## src/rtl/trap_return_unit.sv

```systemverilog
module trap_return_unit #(
  parameter int XLEN      = 32,
  parameter bit HAS_SMODE = 1'b1,
  parameter bit HAS_UMODE = 1'b1,
  parameter bit HAS_RNMI  = 1'b1
) (
  input  logic            clk,
  input  logic            rst_n,
  input  logic [31:0]     insn_i,
  input  logic            commit_i,
  input  logic [1:0]      priv_i,
  input  logic            virt_i,
  input  logic            tsr_i,
  input  logic            mie_i,
  input  logic            mpie_i,
  input  logic [1:0]      mpp_i,
  input  logic            mpv_i,
  input  logic            mdt_i,
  input  logic            mprv_i,
  input  logic            sie_i,
  input  logic            spie_i,
  input  logic            spp_i,
  input  logic            spv_i,
  input  logic [1:0]      mnpp_i,
  input  logic            mnpv_i,
  input  logic            nmie_i,
  input  logic [XLEN-1:0] mepc_i,
  input  logic [XLEN-1:0] sepc_i,
  input  logic [XLEN-1:0] mnepc_i,
  output logic            is_ret_o,
  output logic            illegal_o,
  output logic            upd_o,
  output logic            trap_o,
  output logic [XLEN-1:0] pc_o,
  output logic [1:0]      priv_o,
  output logic            virt_o,
  output logic            mie_o,
  output logic            mpie_o,
  output logic [1:0]      mpp_o,
  output logic            mdt_o,
  output logic            mprv_o,
  output logic            sie_o,
  output logic            spie_o,
  output logic            spp_o,
  output logic            nmie_o
);
  localparam logic [1:0] PRV_U   = 2'd0;
  localparam logic [1:0] PRV_S   = 2'd1;
  localparam logic [1:0] PRV_M   = 2'd3;
  localparam logic [1:0] LOW_PRV = HAS_UMODE ? PRV_U : PRV_M;

  typedef enum logic [1:0] {K_NONE, K_SRET, K_MRET, K_MNRET} kind_t;

  wire shape_ok = insn_i[6:0] == 7'b1110011 && insn_i[14:12] == 3'b000 &&
                  insn_i[24:20] == 5'b00010 && insn_i[19:15] == 5'd0 &&
                  insn_i[11:7] == 5'd0;

  kind_t kind;
  always_comb begin
    kind = K_NONE;
    if (shape_ok)
      case (insn_i[31:25])
        7'b0001000: kind = K_SRET;
        7'b0011000: kind = K_MRET;
        7'b0111000: kind = K_MNRET;
        default:    kind = K_NONE;
      endcase
  end

  logic illegal;
  always_comb
    case (kind)
      K_SRET:  illegal = !HAS_SMODE || priv_i == PRV_U || (priv_i == PRV_S && tsr_i);
      K_MRET:  illegal = priv_i != PRV_M;
      K_MNRET: illegal = !HAS_RNMI || priv_i != PRV_M;
      default: illegal = 1'b0;
    endcase

  assign is_ret_o  = kind != K_NONE;
  assign illegal_o = illegal;
  wire go = commit_i && is_ret_o && !illegal;

  logic [XLEN-1:0] n_pc;
  logic [1:0] n_priv, n_mpp;
  logic n_virt, n_mie, n_mpie, n_mdt, n_mprv, n_sie, n_spie, n_spp, n_nmie;

  always_comb begin
    n_pc = mepc_i;   n_priv = priv_i; n_virt = virt_i;
    n_mie = mie_i;   n_mpie = mpie_i; n_mpp = mpp_i;  n_mdt = mdt_i;
    n_sie = sie_i;   n_spie = spie_i; n_spp = spp_i;  n_nmie = nmie_i;
    case (kind)
      K_MRET: begin
        n_priv = mpp_i;
        n_virt = (mpp_i == PRV_M) ? 1'b0 : mpv_i;
        n_mie  = mpie_i;
        n_mpie = 1'b1;
        n_mpp  = LOW_PRV;
        n_mdt  = 1'b0;
      end
      K_SRET: begin
        n_pc   = sepc_i;
        n_priv = {1'b0, spp_i};
        n_virt = virt_i | spv_i;
        n_sie  = spie_i;
        n_spie = 1'b1;
        n_spp  = 1'b0;
      end
      K_MNRET: begin
        n_pc   = mnepc_i;
        n_priv = mnpp_i;
        n_virt = (mnpp_i == PRV_M) ? 1'b0 : mnpv_i;
        n_nmie = 1'b1;
      end
      default: ;
    endcase
    n_mprv = (n_priv == PRV_M) ? mprv_i : 1'b0;
    n_pc[0] = 1'b0;
  end

  always_ff @(posedge clk or negedge rst_n)
    if (!rst_n) begin
      upd_o <= 1'b0; trap_o <= 1'b0; pc_o <= '0; priv_o <= PRV_M; virt_o <= 1'b0;
      mie_o <= 1'b0; mpie_o <= 1'b0; mpp_o <= PRV_U; mdt_o <= 1'b0; mprv_o <= 1'b0;
      sie_o <= 1'b0; spie_o <= 1'b0; spp_o <= 1'b0; nmie_o <= 1'b0;
    end else begin
      upd_o  <= go;
      trap_o <= commit_i && is_ret_o && illegal;
      if (go) begin
        pc_o <= n_pc; priv_o <= n_priv; virt_o <= n_virt;
        mie_o <= n_mie; mpie_o <= n_mpie; mpp_o <= n_mpp; mdt_o <= n_mdt; mprv_o <= n_mprv;
        sie_o <= n_sie; spie_o <= n_spie; spp_o <= n_spp; nmie_o <= n_nmie;
      end
    end

  assert_pc_even_R10: assert property (@(posedge clk) disable iff (!rst_n)
    upd_o |-> !pc_o[0]);
  assert_mret_from_m_R8: assert property (@(posedge clk) disable iff (!rst_n)
    (upd_o && $past(kind == K_MRET || kind == K_MNRET)) |-> $past(priv_i) == PRV_M);
  assert_mret_mdt_R4: assert property (@(posedge clk) disable iff (!rst_n)
    (upd_o && $past(kind == K_MRET)) |-> !mdt_o && mpie_o);
  assert_mprv_low_R4: assert property (@(posedge clk) disable iff (!rst_n)
    (upd_o && priv_o != PRV_M) |-> !mprv_o);
  assert_m_not_virt_R3: assert property (@(posedge clk) disable iff (!rst_n)
    (upd_o && priv_o == PRV_M) |-> !virt_o);
  assert_hold_R11: assert property (@(posedge clk) disable iff (!rst_n)
    !upd_o |=> $stable(priv_o) || $past(go));
  assert_one_pulse_R11: assert property (@(posedge clk) disable iff (!rst_n)
    !(upd_o && trap_o));
endmodule

```

## config.mk

```make
export PLATFORM = sky130hd
export DESIGN_NAME = trap_return_unit
export DESIGN_NICKNAME = d
export VERILOG_FILES = /design/src/rtl/trap_return_unit.sv
export SDC_FILE = /design/constraint.sdc
export NUM_CORES = 1
export LEC_CHECK = 0
export BUFFER_PORTS_ARGS = -buffer_cell sky130_fd_sc_hd__buf_2
export CORE_AREA = 2 2 86 88
export CTS_CLUSTER_DIAMETER = 120
export CTS_CLUSTER_SIZE = 16
export DETAILED_ROUTE_END_ITERATION = 7
export DIE_AREA = 0 0 88 90
export PLACE_DENSITY = 0.82
export SLEW_MARGIN = 20
export SYNTH_ARGS = -nofsm -noshare
export SYNTH_HDL_FRONTEND = slang
export SYNTH_SLANG_ARGS = --single-unit
```

## constraint.sdc

```tcl
create_clock -name clk -period 1.6 [get_ports clk]
set_input_delay 0 -clock clk [delete_from_list [all_inputs] [get_ports clk]]
set_output_delay 0 -clock clk [all_outputs]
set_load 0.01 [all_outputs]
```

==> impl_metrics.toml, run 1 <==
[cells_and_area]
diodes = 0
layout.nets = 678
area_delta_synth_final_pct = 86.3
final_core_util_pct = 75.8
drive_gt1_share_pct = 56.5
fin_area_sq_um = 5320

[clock_tree]
cts_root_buffer = "clkbuf_8"
cts_tree = "yes"
cts.reportedPaths.clkPinSlew_ns = 0.08
clockBufferDepth = 2
clk_latency_ns = 0.28
ctsHtreeMaxLevel = 2
numCtsBuffers = 5
clkSinkCount = 46

[synthesis]
yosysTopAreaCell = "dfrtp_1"
synth_edf_count = 0
syn_nets = 383
ys_warn_count = 0
syn_inst = 233
ys_seq_area_share_pct = 40.4
yosys-top-cells-area = "dfrtp_1 (39%), a221oi_2 (16%), a2bb2oi_2 (15%), nand2_1 (6.3%), buf_12 (2.1%)"
synthesis.area_sq_um = 2860
ys_ff_latch = 46
avgSynthCellArea_sq_um = 12.3
ys_types = 45
synth_top_area_share_pct = 38.6
synth_ff_type = "dfrtp_1"
async_flop_share_pct = 100

[timing]
drv_slew = 0
finalSetupViolCount = 31
max_freq_mhz = 598
hold_viol = 0
rsz0062_at_grt = "yes"
finalClockSkew_ns = 0
relSlewSlack_pct = 61.5
worst_pin_slew_ns = 0.577
fin_crit_sh_pct = 104
layout_setup_ws_ns = -0.0717
period_minus_slack_ns = 1.67

[setup_path]
critical_path.cell_chain = "buf_6 -> or4_4 -> nor4_4 -> buf_4 -> nand4_4 -> buf_4 -> clkbuf_16 -> a221oi_2 -> a2bb2oi_2"
cp_slowest_cell = "or4_4"
crit_fanout = 6
crit_top_cell = "buf_4"
end_kind = "flip-flop"
critPathMaxStageDelay_ns = 0.54
required_ns = 1.77
crit_type = "in -> reg"
cp-start-kind = "input pin"
cp.arrival_ns = 1.84

[global_route]
antenna_found_initial = 0
grt_start_max_net_pins = 26
grt_first_pass_wirelength_um = 16200
gr-total-overflow = 0
grt_use_total_pct = 26.3
grt_pass1_vias = 3572

[die]
core_sq_um = 7020
dieArea_sq_um = 7920
dieHeight_um = 90
rows = 31
die_w_um = 88
start_util_pct = 40.7
io_pins = 199

[placement]
place_ws_ns = -0.335
dpl_cell_area_sq_um = 4010
port_buffers = 194
place_congestion = 0.796
place_hpwl_um = 6580

[drt]
dr.pass1.iters = 4
vias = 3269
wl_per_cell_um = 17.8
drtIter0Drc = 88
vias_per_cell = 5.21
postRouteAntennaNets = 0
drt-total-wl_um = 11200
drc = 0

[power]
power_frac_seq_pct = 47.7
p_leak_nw = 2.75
power_frac_clock_pct = 28.0
internal_power_mw = 1.80
powerDensity_nw_per_um2 = 458
switching_power_mw = 0.637
max-vdd-ir-drop_uv = 327
switching_share_pct = 26.1
power.share.combinational_pct = 24.3

[flow_run]
cap_violations = 0

[status]
outcome = "finished, violations left"
violations = "negative setup slack"

[worst_hold_path]
hold_path.class = "in -> reg"
==> timing repair <==
item / in CTS / in global routing
pin swaps: 1 / 2
setup endpoints to repair: 6 / 38
hold buffers: 92 / 0
hold endpoints to repair: 61 / 0
gates resized for setup: 1 / 19
cloned: 0 / 3
buffers inserted: 2 / 2
==> placed cells by master (no fill, tap or decap), types with 3 or more instances in the layout <==
| cell type | instances |
|---|---|
| buf_2 | 192 |
| dlygate4sd3_1 | 92 |
| nand2_1 | 48 |
| dfrtp_1 | 44 |
| a2bb2oi_2 | 29 |
| a221oi_2 | 16 |
| a221oi_4 | 15 |
| buf_4 | 13 |
| buf_12 | 6 |
| o21ai_0 | 5 |
| clkbuf_8 | 5 |
| nor2_1 | 4 |
| nand2b_1 | 4 |
| nor3_1 | 3 |
| a2bb2oi_1 | 3 |
| clkbuf_1 | 3 |
| clkbuf_16 | 3 |
==> cell type report <==
class | instances | area, sq um
Fill cell | 474 | 1700
Timing Repair Buffer | 308 | 2200
Clock buffer | 8 | 80.1
Sequential cell | 46 | 1150
Tap cell | 99 | 124
Inverter | 2 | 10.0
Multi-Input combinational cell | 165 | 1750
==> critical path: cells and delay by family <==
family | cells | cell delay (ns)
simple gates | 3 | 0.94
buf+inv | 4 | 0.63
compound gates | 2 | 0.28
==> through the flow <==
step                std cells  power, mW  setup TNS, ns  hold slack (ns)
global placement          522       1.54         -10.45           0.0152
CTS                       623       2.41              0         0.000374
finish                    628       2.44          -1.22          0.00129
floorplan                 233       1.30          -4.79           -0.296
global route              628       2.55          -2.80           0.0121
detailed placement        522       1.55         -11.55           0.0275
==> power by group through the flow <==
stage | Combinational (mW) | Clock (mW) | Sequential, mW
after floorplan | 0.115 | 0 | 1.18
after global placement | 0.355 | 0 | 1.18
after detailed placement | 0.364 | 0 | 1.18
after CTS | 0.539 | 0.706 | 1.16
after global routing | 0.632 | 0.757 | 1.16
final | 0.592 | 0.683 | 1.16
==> state kept, by name (all words and copies together) (netlist names) <==
signal / flops
trap_o: 1
spie_o: 1
pc_o: 31
sie_o: 1
mie_o: 1
mpie_o: 1
spp_o: 1
priv_o: 2
mdt_o: 1
upd_o: 1
mpp_o: 2
nmie_o: 1
virt_o: 1
mprv_o: 1
==> Yosys cell counts, types with 3 or more instances <==
cell type / count
nor3_1: 3
buf_6: 3
dfrtp_1: 44
nand2_1: 48
a221oi_2: 30
mux2_2: 3
o21ai_0: 5
nand2b_1: 4
a2bb2oi_1: 3
nor4_1: 3
a2bb2oi_2: 29
nor2_1: 6
buf_12: 3
clkbuf_1: 13
==> layer usage <==
| layer | up-vias | global-route usage, % | part of all wire, % |
|---|---|---|---|
| li1 | 1499 | - | - |
| met1 | 1557 | 26.7 | 35 |
| met2 | 173 | 50.1 | 55 |
| met3 | 40 | 4.22 | 6.0 |
| met4 | 0 | 12.9 | 3.8 |
| met5 | - | 0 | 0 |
==> cells by family (layout without fill, tap and decap cells) <==
logic type	after synthesis	after routing	share of synthesized area [%]
DFF	46	46	40.4
muxes	6	6	2.67
and+or+nand+nor	81	81	15.6
other	1	1	0.131
AOI/OAI and AO/OA	77	77	35.7
buffers and inverters	22	318	5.52
==> path summary, 6_finish.rpt <==
path	from	to	slack (ns)	depth (start not counted)
max	insn_i[20]	pc_o[28]	-0.07	9
min	sepc_i[29]	pc_o[29]	0.001	3
max reg2reg	virt_o	virt_o	0.85	1
min reg2reg	sie_o	sie_o	0.48	2
max in group asynchronous	rst_n	priv_o[1]	0.74	3
min in group asynchronous	rst_n	pc_o[24]	0.26	2
Note: power is estimated with default switching activity, not from simulation.
==> inputs of run 2 (changes only) <==
--- a/config.mk
+++ b/config.mk
@@ -6,12 +6,12 @@
 export NUM_CORES = 1
 export LEC_CHECK = 0
 export BUFFER_PORTS_ARGS = -buffer_cell sky130_fd_sc_hd__buf_2
-export CORE_AREA = 2 2 86 88
+export CORE_AREA = 2 2 83 85
 export CTS_CLUSTER_DIAMETER = 120
 export CTS_CLUSTER_SIZE = 16
 export DETAILED_ROUTE_END_ITERATION = 7
-export DIE_AREA = 0 0 88 90
-export PLACE_DENSITY = 0.82
+export DIE_AREA = 0 0 85 87
+export PLACE_DENSITY = 0.87
 export SLEW_MARGIN = 20
 export SYNTH_ARGS = -nofsm -noshare
 export SYNTH_HDL_FRONTEND = slang
==> constraint.sdc (replaced) <==
create_clock -name clk -period 1.95 [get_ports clk]
set_input_delay 0 -clock clk [delete_from_list [all_inputs] [get_ports clk]]
set_output_delay 0 -clock clk [all_outputs]
set_load 0.01 [all_outputs]
==> impl_metrics.toml, run 2 (synthesized netlist as in run 1, its figures left out) <==
[die]
dieHeight_um = 87
rows = 30
die_w_um = 85
core_sq_um = 6570
start_util_pct = 43.5
dieArea_sq_um = 7400
io_pins = 199

[drt]
drc = 0
drt-total-wl_um = 10800
postRouteAntennaNets = 0
dr.pass1.iters = 5
drtIter0Drc = 146
vias_per_cell = 5.38
vias = 3222
wl_per_cell_um = 17.9

[timing]
relSlewSlack_pct = 62.0
period_minus_slack_ns = 1.76
max_freq_mhz = 567
hold_viol = 0
drv_slew = 0
worst_pin_slew_ns = 0.570
fin_crit_sh_pct = 90.4
finalSetupViolCount = 0
finalClockSkew_ns = 0
rsz0062_at_grt = "no"
holdWs_ns = 0.0106

[setup_path]
startpoint = "insn_i[13]"
cp_slowest_cell = "or4_4"
crit_type = "in -> out"
crit_fanout = 6
critical_path.cell_chain = "buf_2 -> or4_4 -> nor4_4 -> buf_4 -> nand3_4 -> buf_4 -> nor2b_1 -> buf_2"
end_kind = "output port"
worstReg2RegStart = "virt_o"
critPathMaxStageDelay_ns = 0.54
required_ns = 1.95
cp-start-kind = "input pin"
cp.arrival_ns = 1.76

[cells_and_area]
layout.nets = 668
regMostFlops = "pc_o"
area_delta_synth_final_pct = 72.6
diodes = 0
regArea_sq_um = 1150
final_common_cell = "buf_2"
instances_no_fill = 599
fin_area_sq_um = 4930
fillers = 460
final_cell_mix = "buf_2 (194), dlygate4sd3_1 (91), nand2_1 (48)"
drive_gt1_share_pct = 55.5
largestRegisters = "pc_o: 31 flops, mpp_o: 2 flops, priv_o: 2 flops"
largest_reg_flops = 31
multi_input_area_sq_um = 1560

[clock_tree]
post_cts_buffers = 0
cts_tree = "yes"
clockBufferDepth = 2
cts_resized = 0
clkSinkCount = 46
cts_root_buffer = "clkbuf_8"
clk_latency_ns = 0.30
numCtsBuffers = 5
ctsHtreeMaxLevel = 2
holdBufCountCts = 90
cts.reportedPaths.clkPinSlew_ns = 0.08

[power]
max-vdd-ir-drop_uv = 266
powerDensity_nw_per_um2 = 407
p_leak_nw = 2.65

[flow_run]
cap_violations = 0

[global_route]
grt_pass1_vias = 3525
grt_use_total_pct = 28.9
gr-total-overflow = 0
antenna_found_initial = 0
grt_start_max_net_pins = 26
grt_first_pass_wirelength_um = 16600

[placement]
place_congestion = 0.795
place_hpwl_um = 6480
port_buffers = 194
place_inst = 500
dpl_cell_area_sq_um = 3930

[worst_hold_path]
hold_path.class = "in -> reg"
hp-start = "mnepc_i[4]"

[status]
outcome = "completed"
## run 2: cell types whose count changed in the layout (fill, tap and decap cells not counted), sizes merged
cell,delta
buf,-6
clkinv,+1
clkbuf,-4
dlygate4sd3,-1
## run 2: layout make-up
class | instances | area share, %
inverters | 2 | 0.152
clock inverters | 1 | 0.102
clock buffers | 7 | 1.75
well taps | 80 | 2.03
multi-input cells | 165 | 31.6
flip-flops and latches | 46 | 23.4
repair buffers | 298 | 40.9
## run 2: final timing paths
check	cells past startpoint	endpoint	slack, ns
min	3	pc_o[4]	0.01
min reg2reg	2	sie_o	0.48
min in group asynchronous	2	mpie_o	0.23
max in group asynchronous	3	pc_o[7]	1.03
max	8	is_ret_o	0.19
max reg2reg	1	virt_o	1.21
## run 2: metrics by stage
stage               util (%)  setup slack, ns  power, mW  TNS (ns)
floorplan                  -            0.176       1.07         0
global placement        59.8           0.0538       1.26         0
detailed placement      59.8         -0.00739       1.27   -0.0127
CTS                     74.9            0.137       2.01         0
global route            75.0           0.0834       2.11         0
finish                  75.0            0.187       2.01         0
## run 2: where the power goes
group / internal, mW / switching, mW
Combinational: 0.258 / 0.194
Clock: 0.287 / 0.314
Sequential: 0.953 / 0.0000000171
Total: 1.50 / 0.508
## run 2: per-layer routing
metal | part of all wire, % | up-vias | track usage, %
li1 | - | 1469 | -
met1 | 35 | 1518 | 29.4
met2 | 54 | 193 | 56.0
met3 | 6.0 | 42 | 5.21
met4 | 4.4 | 0 | 14.6
met5 | 0 | - | 0
## run 2: worst max-delay path, delay by kind of cell
kind / cells / cell delay, ns
buffers and inverters: 4 / 0.64
and+or+nand+nor: 4 / 1.13
